$ cat src/rtl/rle_pkg.sv
package rle_pkg;
  typedef enum logic [1:0] {M_IDLE, M_OUTER, M_INNER} merge_st_e;
  typedef enum logic [1:0] {W_IDLE, W_CLEAR, W_SPAN} wb_st_e;
endpackage

$ cat src/rtl/rle_run_table.sv
module rle_run_table #(
  parameter int NR = 8,
  parameter int IW = 3,
  parameter int LW = 4,
  parameter int XW = 3,
  parameter int YW = 2
) (
  input  logic          clk,
  input  logic          rst_n,
  input  logic          ld_en,
  input  logic [IW-1:0] ld_idx,
  input  logic [LW-1:0] ld_id,
  input  logic [LW-1:0] ld_eq,
  input  logic [XW-1:0] ld_s,
  input  logic [XW-1:0] ld_e,
  input  logic [YW-1:0] ld_r,
  input  logic          mg_en,
  input  logic [IW-1:0] mg_idx,
  input  logic [LW-1:0] mg_tid,
  input  logic [LW-1:0] mg_teq,
  input  logic [IW-1:0] rd_idx,
  output logic [LW-1:0] rd_id,
  output logic [LW-1:0] rd_eq,
  output logic [XW-1:0] rd_s,
  output logic [XW-1:0] rd_e,
  output logic [YW-1:0] rd_r
);
  logic [LW-1:0] id_q [NR];
  logic [LW-1:0] eq_q [NR];
  logic [XW-1:0] s_q  [NR];
  logic [XW-1:0] e_q  [NR];
  logic [YW-1:0] r_q  [NR];

  always_ff @(posedge clk or negedge rst_n) begin
    if (!rst_n) begin
      for (int g = 0; g < NR; g++) begin
        id_q[g] <= '0;
        eq_q[g] <= '0;
        s_q[g]  <= '0;
        e_q[g]  <= '0;
        r_q[g]  <= '0;
      end
    end else begin
      for (int g = 0; g < NR; g++) begin
        if (ld_en && ld_idx == IW'(g)) begin
          id_q[g] <= ld_id;
          eq_q[g] <= ld_eq;
          s_q[g]  <= ld_s;
          e_q[g]  <= ld_e;
          r_q[g]  <= ld_r;
        end else if (mg_en && mg_idx == IW'(g)) begin
          // both rewrites judged against the pre-step values in one cycle
          if (id_q[g] == mg_tid) id_q[g] <= mg_teq;
          if (eq_q[g] == mg_tid) eq_q[g] <= mg_teq;
        end
      end
    end
  end

  assign rd_id = id_q[rd_idx];
  assign rd_eq = eq_q[rd_idx];
  assign rd_s  = s_q[rd_idx];
  assign rd_e  = e_q[rd_idx];
  assign rd_r  = r_q[rd_idx];
endmodule

$ cat src/rtl/rle_merge_seq.sv
module rle_merge_seq
  import rle_pkg::*;
#(
  parameter int IW = 3,
  parameter int CW = 4,
  parameter int LW = 4
) (
  input  logic          clk,
  input  logic          rst_n,
  input  logic          go,
  input  logic [CW-1:0] count,
  input  logic [LW-1:0] rd_id,
  input  logic [LW-1:0] rd_eq,
  output logic [IW-1:0] outer_idx,
  output logic          mg_en,
  output logic [IW-1:0] mg_idx,
  output logic [LW-1:0] tid,
  output logic [LW-1:0] teq,
  output logic          fin,
  output logic          busy
);
  merge_st_e     st;
  logic [IW-1:0] i_q, j_q;
  logic          last_i, last_j;

  assign last_i = (CW'(i_q) + CW'(1)) == count;
  assign last_j = (CW'(j_q) + CW'(1)) == count;

  always_ff @(posedge clk or negedge rst_n) begin
    if (!rst_n) begin
      st  <= M_IDLE;
      i_q <= '0;
      j_q <= '0;
      tid <= '0;
      teq <= '0;
      fin <= 1'b0;
    end else begin
      fin <= 1'b0;
      case (st)
        M_IDLE: if (go) begin
          st  <= M_OUTER;
          i_q <= '0;
        end
        M_OUTER: begin
          if (count == '0) begin
            fin <= 1'b1;
            st  <= M_IDLE;
          end else if (rd_id != rd_eq) begin
            tid <= rd_id;
            teq <= rd_eq;
            j_q <= '0;
            st  <= M_INNER;
          end else if (last_i) begin
            fin <= 1'b1;
            st  <= M_IDLE;
          end else begin
            i_q <= i_q + 1'b1;
          end
        end
        M_INNER: begin
          if (last_j) begin
            j_q <= '0;
            if (last_i) begin
              fin <= 1'b1;
              st  <= M_IDLE;
            end else begin
              i_q <= i_q + 1'b1;
              st  <= M_OUTER;
            end
          end else begin
            j_q <= j_q + 1'b1;
          end
        end
        default: st <= M_IDLE;
      endcase
    end
  end

  assign outer_idx = i_q;
  assign mg_en     = (st == M_INNER);
  assign mg_idx    = j_q;
  assign busy      = (st != M_IDLE);
endmodule

$ cat src/rtl/rle_span_writer.sv
module rle_span_writer
  import rle_pkg::*;
#(
  parameter int IMG_W = 8,
  parameter int PIX   = 32,
  parameter int AW    = 5,
  parameter int IW    = 3,
  parameter int CW    = 4,
  parameter int LW    = 4,
  parameter int XW    = 3,
  parameter int YW    = 2
) (
  input  logic          clk,
  input  logic          rst_n,
  input  logic          go,
  input  logic          clr,
  input  logic [CW-1:0] count,
  input  logic [LW-1:0] rd_id,
  input  logic [XW-1:0] rd_s,
  input  logic [XW-1:0] rd_e,
  input  logic [YW-1:0] rd_r,
  output logic [IW-1:0] run_idx,
  output logic          wr_valid,
  input  logic          wr_ready,
  output logic [AW-1:0] wr_addr,
  output logic [LW-1:0] wr_label,
  output logic          done,
  output logic          busy
);
  wb_st_e        st;
  logic [AW-1:0] pix_q;
  logic [IW-1:0] k_q;
  logic [XW-1:0] x_q, x_eff;
  logic          fresh_q, last_k;

  assign x_eff  = fresh_q ? rd_s : x_q;
  assign last_k = (CW'(k_q) + CW'(1)) == count;

  always_ff @(posedge clk or negedge rst_n) begin
    if (!rst_n) begin
      st      <= W_IDLE;
      pix_q   <= '0;
      k_q     <= '0;
      x_q     <= '0;
      fresh_q <= 1'b1;
      done    <= 1'b0;
    end else begin
      if (clr) done <= 1'b0;
      case (st)
        W_IDLE: if (go) begin
          st    <= W_CLEAR;
          pix_q <= '0;
        end
        W_CLEAR: if (wr_ready) begin
          if (pix_q == AW'(PIX - 1)) begin
            if (count == '0) begin
              st   <= W_IDLE;
              done <= 1'b1;
            end else begin
              st      <= W_SPAN;
              k_q     <= '0;
              fresh_q <= 1'b1;
            end
          end else begin
            pix_q <= pix_q + 1'b1;
          end
        end
        W_SPAN: if (wr_ready) begin
          if (x_eff == rd_e) begin
            fresh_q <= 1'b1;
            if (last_k) begin
              st   <= W_IDLE;
              done <= 1'b1;
            end else begin
              k_q <= k_q + 1'b1;
            end
          end else begin
            x_q     <= x_eff + 1'b1;
            fresh_q <= 1'b0;
          end
        end
        default: st <= W_IDLE;
      endcase
    end
  end

  assign run_idx  = k_q;
  assign wr_valid = (st != W_IDLE);
  assign wr_addr  = (st == W_CLEAR) ? pix_q
                  : AW'(AW'(rd_r) * AW'(IMG_W) + AW'(x_eff));
  assign wr_label = (st == W_CLEAR) ? '0 : rd_id;
  assign busy     = (st != W_IDLE);
endmodule

$ cat src/rtl/rle_resolver.sv
module rle_resolver #(
  parameter int MAX_RUNS = 8,
  parameter int IMG_W    = 8,
  parameter int IMG_H    = 4,
  parameter int LW       = 4,
  localparam int IW  = $clog2(MAX_RUNS),
  localparam int CW  = $clog2(MAX_RUNS + 1),
  localparam int XW  = $clog2(IMG_W),
  localparam int YW  = $clog2(IMG_H),
  localparam int PIX = IMG_W * IMG_H,
  localparam int AW  = $clog2(PIX)
) (
  input  logic          clk,
  input  logic          rst_n,
  input  logic          load_valid,
  output logic          load_ready,
  input  logic [IW-1:0] load_idx,
  input  logic [LW-1:0] load_id,
  input  logic [LW-1:0] load_eq,
  input  logic [XW-1:0] load_start,
  input  logic [XW-1:0] load_end,
  input  logic [YW-1:0] load_row,
  input  logic [CW-1:0] run_count,
  input  logic          start,
  output logic          busy,
  output logic          done,
  output logic          wr_valid,
  input  logic          wr_ready,
  output logic [AW-1:0] wr_addr,
  output logic [LW-1:0] wr_label
);
  logic          m_busy, m_fin, w_busy, mg_en, go;
  logic [IW-1:0] m_idx, mg_idx, w_idx, rd_idx;
  logic [LW-1:0] tid, teq, rd_id, rd_eq;
  logic [XW-1:0] rd_s, rd_e;
  logic [YW-1:0] rd_r;
  logic [CW-1:0] count_q;

  assign busy       = m_busy | m_fin | w_busy;
  assign load_ready = !busy;
  assign go         = start && !busy;
  assign rd_idx     = m_busy ? m_idx : w_idx;

  always_ff @(posedge clk or negedge rst_n) begin
    if (!rst_n)  count_q <= '0;
    else if (go) count_q <= run_count;
  end

  rle_run_table #(.NR(MAX_RUNS), .IW(IW), .LW(LW), .XW(XW), .YW(YW)) u_table (
    .clk(clk), .rst_n(rst_n),
    .ld_en(load_valid && load_ready), .ld_idx(load_idx), .ld_id(load_id),
    .ld_eq(load_eq), .ld_s(load_start), .ld_e(load_end), .ld_r(load_row),
    .mg_en(mg_en), .mg_idx(mg_idx), .mg_tid(tid), .mg_teq(teq),
    .rd_idx(rd_idx), .rd_id(rd_id), .rd_eq(rd_eq), .rd_s(rd_s),
    .rd_e(rd_e), .rd_r(rd_r)
  );

  rle_merge_seq #(.IW(IW), .CW(CW), .LW(LW)) u_merge (
    .clk(clk), .rst_n(rst_n), .go(go), .count(count_q),
    .rd_id(rd_id), .rd_eq(rd_eq), .outer_idx(m_idx),
    .mg_en(mg_en), .mg_idx(mg_idx), .tid(tid), .teq(teq),
    .fin(m_fin), .busy(m_busy)
  );

  rle_span_writer #(.IMG_W(IMG_W), .PIX(PIX), .AW(AW), .IW(IW), .CW(CW),
                    .LW(LW), .XW(XW), .YW(YW)) u_writer (
    .clk(clk), .rst_n(rst_n), .go(m_fin), .clr(go), .count(count_q),
    .rd_id(rd_id), .rd_s(rd_s), .rd_e(rd_e), .rd_r(rd_r),
    .run_idx(w_idx), .wr_valid(wr_valid), .wr_ready(wr_ready),
    .wr_addr(wr_addr), .wr_label(wr_label), .done(done), .busy(w_busy)
  );
endmodule

$ cat config.mk
export PLATFORM = sky130hd
export DESIGN_NAME = rle_resolver
export DESIGN_NICKNAME = d
export VERILOG_FILES = /design/src/rtl/rle_pkg.sv /design/src/rtl/rle_run_table.sv /design/src/rtl/rle_merge_seq.sv /design/src/rtl/rle_span_writer.sv /design/src/rtl/rle_resolver.sv
export SDC_FILE = /design/constraint.sdc
export NUM_CORES = 1
export LEC_CHECK = 0
export BUFFER_PORTS_ARGS = -buffer_cell sky130_fd_sc_hd__buf_2
export CAP_MARGIN = 5
export CORE_ASPECT_RATIO = 0.5
export CORE_MARGIN = 1
export CORE_UTILIZATION = 30
export CTS_CLUSTER_DIAMETER = 120
export DETAILED_ROUTE_END_ITERATION = 6
export SLEW_MARGIN = 10
export SYNTH_ARGS = -nofsm -noshare
export SYNTH_HDL_FRONTEND = slang
export SYNTH_HIERARCHICAL = 1
export SYNTH_SLANG_ARGS = --single-unit
export TNS_END_PERCENT = 1
$ cat constraint.sdc
create_clock -name clk -period 9.3 [get_ports clk]
set_input_delay 0.465 -clock clk [delete_from_list [all_inputs] [get_ports clk]]
set_output_delay 0.465 -clock clk [all_outputs]
set_load 0.05 [all_outputs]
==> results of run 1 <==
-- synth_stat cells (all sizes together) (5+ instances only) --
| cell type | number |
|---|---|
| a21boi | 8 |
| a21o | 6 |
| a21oi | 10 |
| a22oi | 39 |
| a31oi | 18 |
| and2 | 17 |
| and3 | 10 |
| buf | 37 |
| clkbuf | 42 |
| dfrtp | 163 |
| ha | 13 |
| inv | 25 |
| mux2 | 96 |
| mux2i | 12 |
| mux4 | 32 |
| nand2 | 293 |
| nand2b | 10 |
| nand3 | 38 |
| nand4 | 27 |
| nand4b | 5 |
| nor2 | 16 |
| nor2b | 16 |
| nor3 | 6 |
| nor4 | 6 |
| o211ai | 10 |
| o21ai | 10 |
| o31a | 8 |
| xnor2 | 41 |
| xor2 | 39 |
-- logic make-up (layout without fill, tap and decap cells) --
kind of cell	count (synthesis)	count (layout)	share of synthesized area
buffers and inverters	104	109	0.04204
muxes	140	140	0.1818
adders and majority gates	13	13	0.01514
xor gates and xnor gates	81	81	0.06872
and+or+nand+nor	477	477	0.2166
AOI/OAI and AO/OA	136	136	0.09352
DFF	164	164	0.3821
other	0	1	0
-- layout make-up --
class	count	share of cell area
multi-input cells	847	0.5201
clock inverters	9	0.01493
repair buffers	55	0.02663
well taps	475	0.04960
flip-flops and latches	164	0.3426
diodes	1	0.0002089
inverters	25	0.007832
clock buffers	20	0.03812
-- flip-flops by register name (all words and copies together) (netlist names) --
register           count
u_writer/fresh_q       1
u_merge/fin            1
u_merge/outer_idx      3
u_writer/run_idx       3
u_table/e_q           24
u_merge/mg_idx         3
u_writer/st            2
u_merge/teq            4
u_table/r_q           16
u_table/eq_q          32
u_merge/tid            4
u_table/id_q          32
u_writer/x_q           3
u_merge/st             2
u_table/s_q           24
count_q                4
u_writer/pix_q         5
u_writer/done          1
-- final timing paths --
path	end	slack, ns	cells past startpoint
max in group asynchronous	u_table/id_q[8]	7.68	2
worst max register to register	u_writer/run_idx[0]	5.05	12
worst max-delay path	u_writer/run_idx[0]	5.05	12
worst min register to register	u_table/e_q[1]	0.47	2
min in group clk	count_q[3]	0.26	2
worst min-delay path	u_table/eq_q[13]	0.11	1
-- power by group --
| part | total, W | internal [W] | switching (W) |
|---|---|---|---|
| Clock | 0.000790 | 0.000486 | 0.000304 |
| Sequential | 0.00135 | 0.000989 | 0.000359 |
| Combinational | 0.00240 | 0.00112 | 0.00129 |
| Total | 0.00454 | 0.00259 | 0.00195 |
-- stage by stage --
step / std cells / total power [W]
floorplan: 1115 / 0.003185
global placement: 1566 / 0.003629
detailed placement: 1566 / 0.003727
CTS: 1595 / 0.004532
global route: 1596 / 0.004822
finish: 1596 / 0.004542
-- worst max-delay path, stage by stage, from the launching register on --
cell and delay, ns:
dfrtp_1 0.41, inv_1 0.11, ha_1 0.22, inv_1 0.15, mux2_2 0.25, buf_4 0.52, mux4_2 0.58, mux2_2 0.28
mux2_4 0.29, xnor2_2 0.14, nand3_1 0.34, or4_4 0.66, a22oi_2 0.20
-- metal layers --
metal | wire length [um] | track usage
met1 | 13180 | 0.2113
met2 | 15050 | 0.2930
met3 | 1736 | 0.03197
met4 | 843 | 0.07923
met5 | 0 | 0
==> run_results.csv, run 1 <==
group,metric,value,unit
job,timing.max_cap.violations,0,
logic_synthesis,synth_area,10740,um2
sta,setup-tns-final,0,ns
sta,setup_violations,0,
route,vias,8530,
logic_synthesis,synth_cells,1115,
finish,area_growth_syn_to_layout,11.53,%
sta,worst_pin_slew,1.159,ns
route,vias_per_cell,5.345,
logic_synthesis,yosysTopAreaCellShare,0.3797,
setup_path,cp.required,9.66,ns
cts,cts.sinks,164,
sta,drv_slew,0,
place,dp_hpwl,20380,um
floorplan,die_w,269.6,um
sta,max_freq,235.2,MHz
cts,cts-resized-gates,0,
logic_synthesis,yosysTopAreaCell,"dfrtp_1",
sta,fin_worst_skew,0.007592,ns
status,outcome,"finished clean",
logic_synthesis,synth_seq_cells,164,
place,io_buffers,40,
setup_path,crit_arrival,4.61,ns
logic_synthesis,ys_warn_count,6,
floorplan,start_util,0.3084,
logic_synthesis,synth-main-ff-cell,"dfrtp_1",
logic_synthesis,synth_edf_count,0,
logic_synthesis,synth_cell_types,78,
finish,layout_common_cells,"nand2_1 (293), dfrtp_1 (163), mux2_2 (90)",
setup_path,reg2reg_from,"u_merge/st[0]",
sta,finalWorstSetupSlack,5.049,ns
route,wire_per_inst,19.30,um
setup_path,cp-end-kind,"flip-flop",
place,postPlaceCellArea,11340,um2
route,routed_wl,30810,um
floorplan,std_cell_rows,48,
route,detail-route-antenna-nets,0,
finish,multi_input_area,6231,um2
grt,grt_pass1_wl,48580,um
logic_synthesis,synth_area_per_cell,9.635,um2
cts,cts_max_level,4,
sta,fin_crit,4.251,ns
cts,post-cts-setup-buffer-count,0,
place,pre_cts_slack,5.049,ns
place,place.gp.congestion,0.8494,
finish,final_layout_size_suffix_gt1_frac,0.2134,
power,ir_drop,175.0,uV
setup_path,worst-setup-path-type,"reg2reg",
floorplan,die-area,36620,um2
min_path,min_path_type,"in2async",
power,p_per_area,379.1,nW/um2
logic_synthesis,yosys-top-cells-area,"dfrtp_1 (38%), nand2_1 (10%), mux2_2 (9.4%), mux4_2 (6.7%), xnor2_1 (3.3%)",
cts,clk_latency,0.44,ns
setup_path,startpoint,"u_merge/st[0]",
grt,overflow,0,
floorplan,ios,41,
power,power.leakage,5.336,nW
cts,cts.clk_slew.worst_paths,0.07,ns
cts,postCtsHoldBufs,0,
grt,grt_usage,0.1712,
logic_synthesis,syn-num-nets,1156,
floorplan,coreArea,34830,um2
finish,fill_cells,3479,
sta,max_slew_margin,0.2271,
finish,nNetsFinal,1151,
route,drtPass1Iterations,5,
cts,max-clock-path-buffers,2,
floorplan,die_h,135.8,um
grt,first_global_vias,8683,
sta,fin_worst_hold_slack,0.1101,ns
finish,final_common_cell,"nand2_1",
sta,hold_violations,0,
finish,regArea,4105,um2
setup_path,crit_fanout,32,
logic_synthesis,ys_async_sr_fraction,1.000,
cts,cts_tree,"yes",
sta,period_share,0.4571,
sta,rsz0062_at_grt,"no",
grt,grt_max_degree,96,
logic_synthesis,ys_seq_area_frac,0.3821,
cts,cts_buffers,17,
finish,stdcell_area,11980,um2
cts,clock-root-buffer,"clkbuf_16",
route,route.detailed.drc,0,
grt,antenna_found_initial,1,
finish,fin_util,0.3440,
route,initialDrtViolationCount,722,
setup_path,start_kind,"flip-flop",
Power figures use the tool's default switching activity.
==> inputs of run 2 (changes only) <==
clock period = 4.45 ns   (was 9.3 ns; I/O delays follow)
==> run_results.csv, run 2 (synthesis gave the netlist of run 1 again) <==
group,metric,value,unit
route,vias,8709,
cts,cts.clk_slew.worst_paths,0.07,ns
place,pre_cts_slack,0.3640,ns
grt,grt_pass1_wl,50060,um
sta,rsz0062_at_grt,"no",
power,p_per_area,791.5,nW/um2
min_path,min_path_type,"in2reg",
finish,final_common_cell,"nand2_1",
sta,finalWorstSetupSlack,0.4394,ns
job,timing.max_cap.violations,0,
finish,final_layout_size_suffix_gt1_frac,0.2202,
grt,grt_max_degree,107,
cts,clk_latency,0.43,ns
setup_path,worst-setup-path-type,"reg2reg",
finish,reg_top3,"u_table/eq_q x32, u_table/id_q x32",
grt,antenna_found_initial,0,
power,ir_drop,377.4,uV
floorplan,coreArea,34830,um2
cts,cts_max_level,4,
setup_path,crit_fanout,18,
floorplan,die-area,36620,um2
route,detail-route-antenna-nets,0,
finish,area_growth_syn_to_layout,12.09,%
grt,overflow,0,
sta,setup-tns-final,0,ns
sta,drv_slew,0,
power,p_comb_frac,0.530,
sta,hold_violations,0,
cts,cts_tree,"yes",
route,routed_wl,31520,um
route,wire_per_inst,19.63,um
power,p_switching,0.004125,W
place,place.gp.congestion,0.9030,
place,dp_hpwl,21600,um
finish,layout_common_cells,"nand2_1 (293), dfrtp_1 (163), mux2_2 (90)",
floorplan,die_h,135.8,um
setup_path,reg2reg_slack,0.44,ns
status,outcome,"finished clean",
min_path,hp-start,"run_count[3]",
floorplan,ios,41,
route,drtPass1Iterations,6,
sta,worst_pin_slew,1.085,ns
floorplan,std_cell_rows,48,
power,power.leakage,5.370,nW
grt,first_global_vias,8744,
sta,period_share,0.9013,
finish,nNetsFinal,1159,
sta,fin_worst_skew,0.006720,ns
route,vias_per_cell,5.423,
sta,max_freq,249.3,MHz
route,initialDrtViolationCount,872,
cts,max-clock-path-buffers,2,
setup_path,ff2ff_path_depth,12,
route,route.detailed.drc,0,
grt,grt_usage,0.1758,
power,seqPwrFrac,0.301,
floorplan,start_util,0.3084,
cts,cts_buffers,17,
cts,clock-root-buffer,"clkbuf_16",
cts,cts.sinks,164,
finish,diodes,0,
min_path,min_to,"count_q[3]",
sta,fin_crit,4.011,ns
floorplan,die_w,269.6,um
setup_path,start_kind,"flip-flop",
power,switching_share,0.4328,
min_path,hold_depth,2,
power,pwr-share-clk,0.168,
sta,setup_violations,0,
place,io_buffers,40,
power,p_int,0.005406,W
setup_path,crit_arrival,4.33,ns
setup_path,cp.required,4.77,ns
sta,max_slew_margin,0.2765,
setup_path,reg2reg_from,"u_merge/st[1]",
setup_path,r2r_end,"u_merge/outer_idx[0]",
setup_path,cp-end-kind,"flip-flop",
==> run 2: cell types whose count changed in the layout (fill, tap and decap cells not counted) <==
cell | previous run | this run
bufinv_16 | 5 | 4
clkinvlp_4 | 2 | 3
clkinv_4 | 1 | 3
buf_4 | 15 | 21
dlygate4sd3_1 | 0 | 1
diode_2 | 1 | 0
inv_6 | 0 | 2
inv_8 | 0 | 1
buf_6 | 1 | 2
clkbuf_8 | 2 | 0
==> run 2: metal layers <==
layer	share of wire	global-route usage
met1	0.43	0.2285
met2	0.49	0.3005
met3	0.059	0.02932
met4	0.020	0.05492
met5	0	0
==> run 2: layout make-up <==
class,instances,area [um2]
Inverter,25,93.84
Clock buffer,18,429.2
Sequential cell,164,4105
Timing Repair Buffer,63,385.4
Tap cell,475,594.3
Clock inverter,14,202.7
Fill cell,3500,22790
Multi-Input combinational cell,847,6231
==> run 2: worst max-delay path by stage <==
stage / start / end / slack, ns / cells after the start
floorplan: u_merge/st[0] / u_writer/run_idx[0] / 0.88 / 13
global placement: u_merge/st[0] / u_merge/outer_idx[0] / 0.49 / 12
detailed placement: u_merge/st[1] / u_merge/outer_idx[0] / 0.36 / 12
CTS: u_merge/st[1] / u_merge/outer_idx[0] / 0.33 / 12
global route: u_merge/st[1] / u_merge/outer_idx[0] / 0.1 / 12
finish: u_merge/st[1] / u_merge/outer_idx[0] / 0.44 / 12
==> run 2: timing repair <==
| item | 4_1_cts | 5_1_grt |
|---|---|---|
| endpoints found under the setup margin | 0 | 1 |
| endpoints found under the hold margin | 34 | 0 |
| hold buffers | 1 | 0 |
| setup buffers | 0 | 0 |
| resized for setup | 0 | 1 |
==> run 2: power by group through the flow <==
stage	combinational [W]	sequential (W)	clock [W]
2_1_floorplan	0.00419	0.00246	0
3_3_place_gp	0.00484	0.00286	0
3_5_place_dp	0.00501	0.00287	0
4_1_cts	0.00503	0.00285	0.00163
5_1_grt	0.00551	0.00293	0.00170
6_report	0.00505	0.00287	0.00160
==> run 2: critical path, cell delays in order, from the launching register on <==
cell	delay, ns
dfrtp_1	0.41
inv_1	0.11
ha_1	0.23
inv_1	0.15
mux2_2	0.53
buf_6	0.31
mux4_2	0.53
mux2_2	0.31
xnor2_1	0.27
nand4_1	0.25
o22ai_1	0.31
o211ai_1	0.16
mux2_2	0.31
==> run 2: stage by stage <==
stage	hold WS, ns	instances	util	total power (W)	area, um2
floorplan	-0.07309	1115	-	0.006656	10740
detailed placement	0.4381	1573	0.3272	0.007881	11400
CTS	0.004779	1606	0.3456	0.009518	12040
global route	0.005855	1606	0.3457	0.01014	12040
global placement	0.4256	1573	0.3272	0.007694	11400
finish	0.02540	1606	0.3457	0.009530	12040
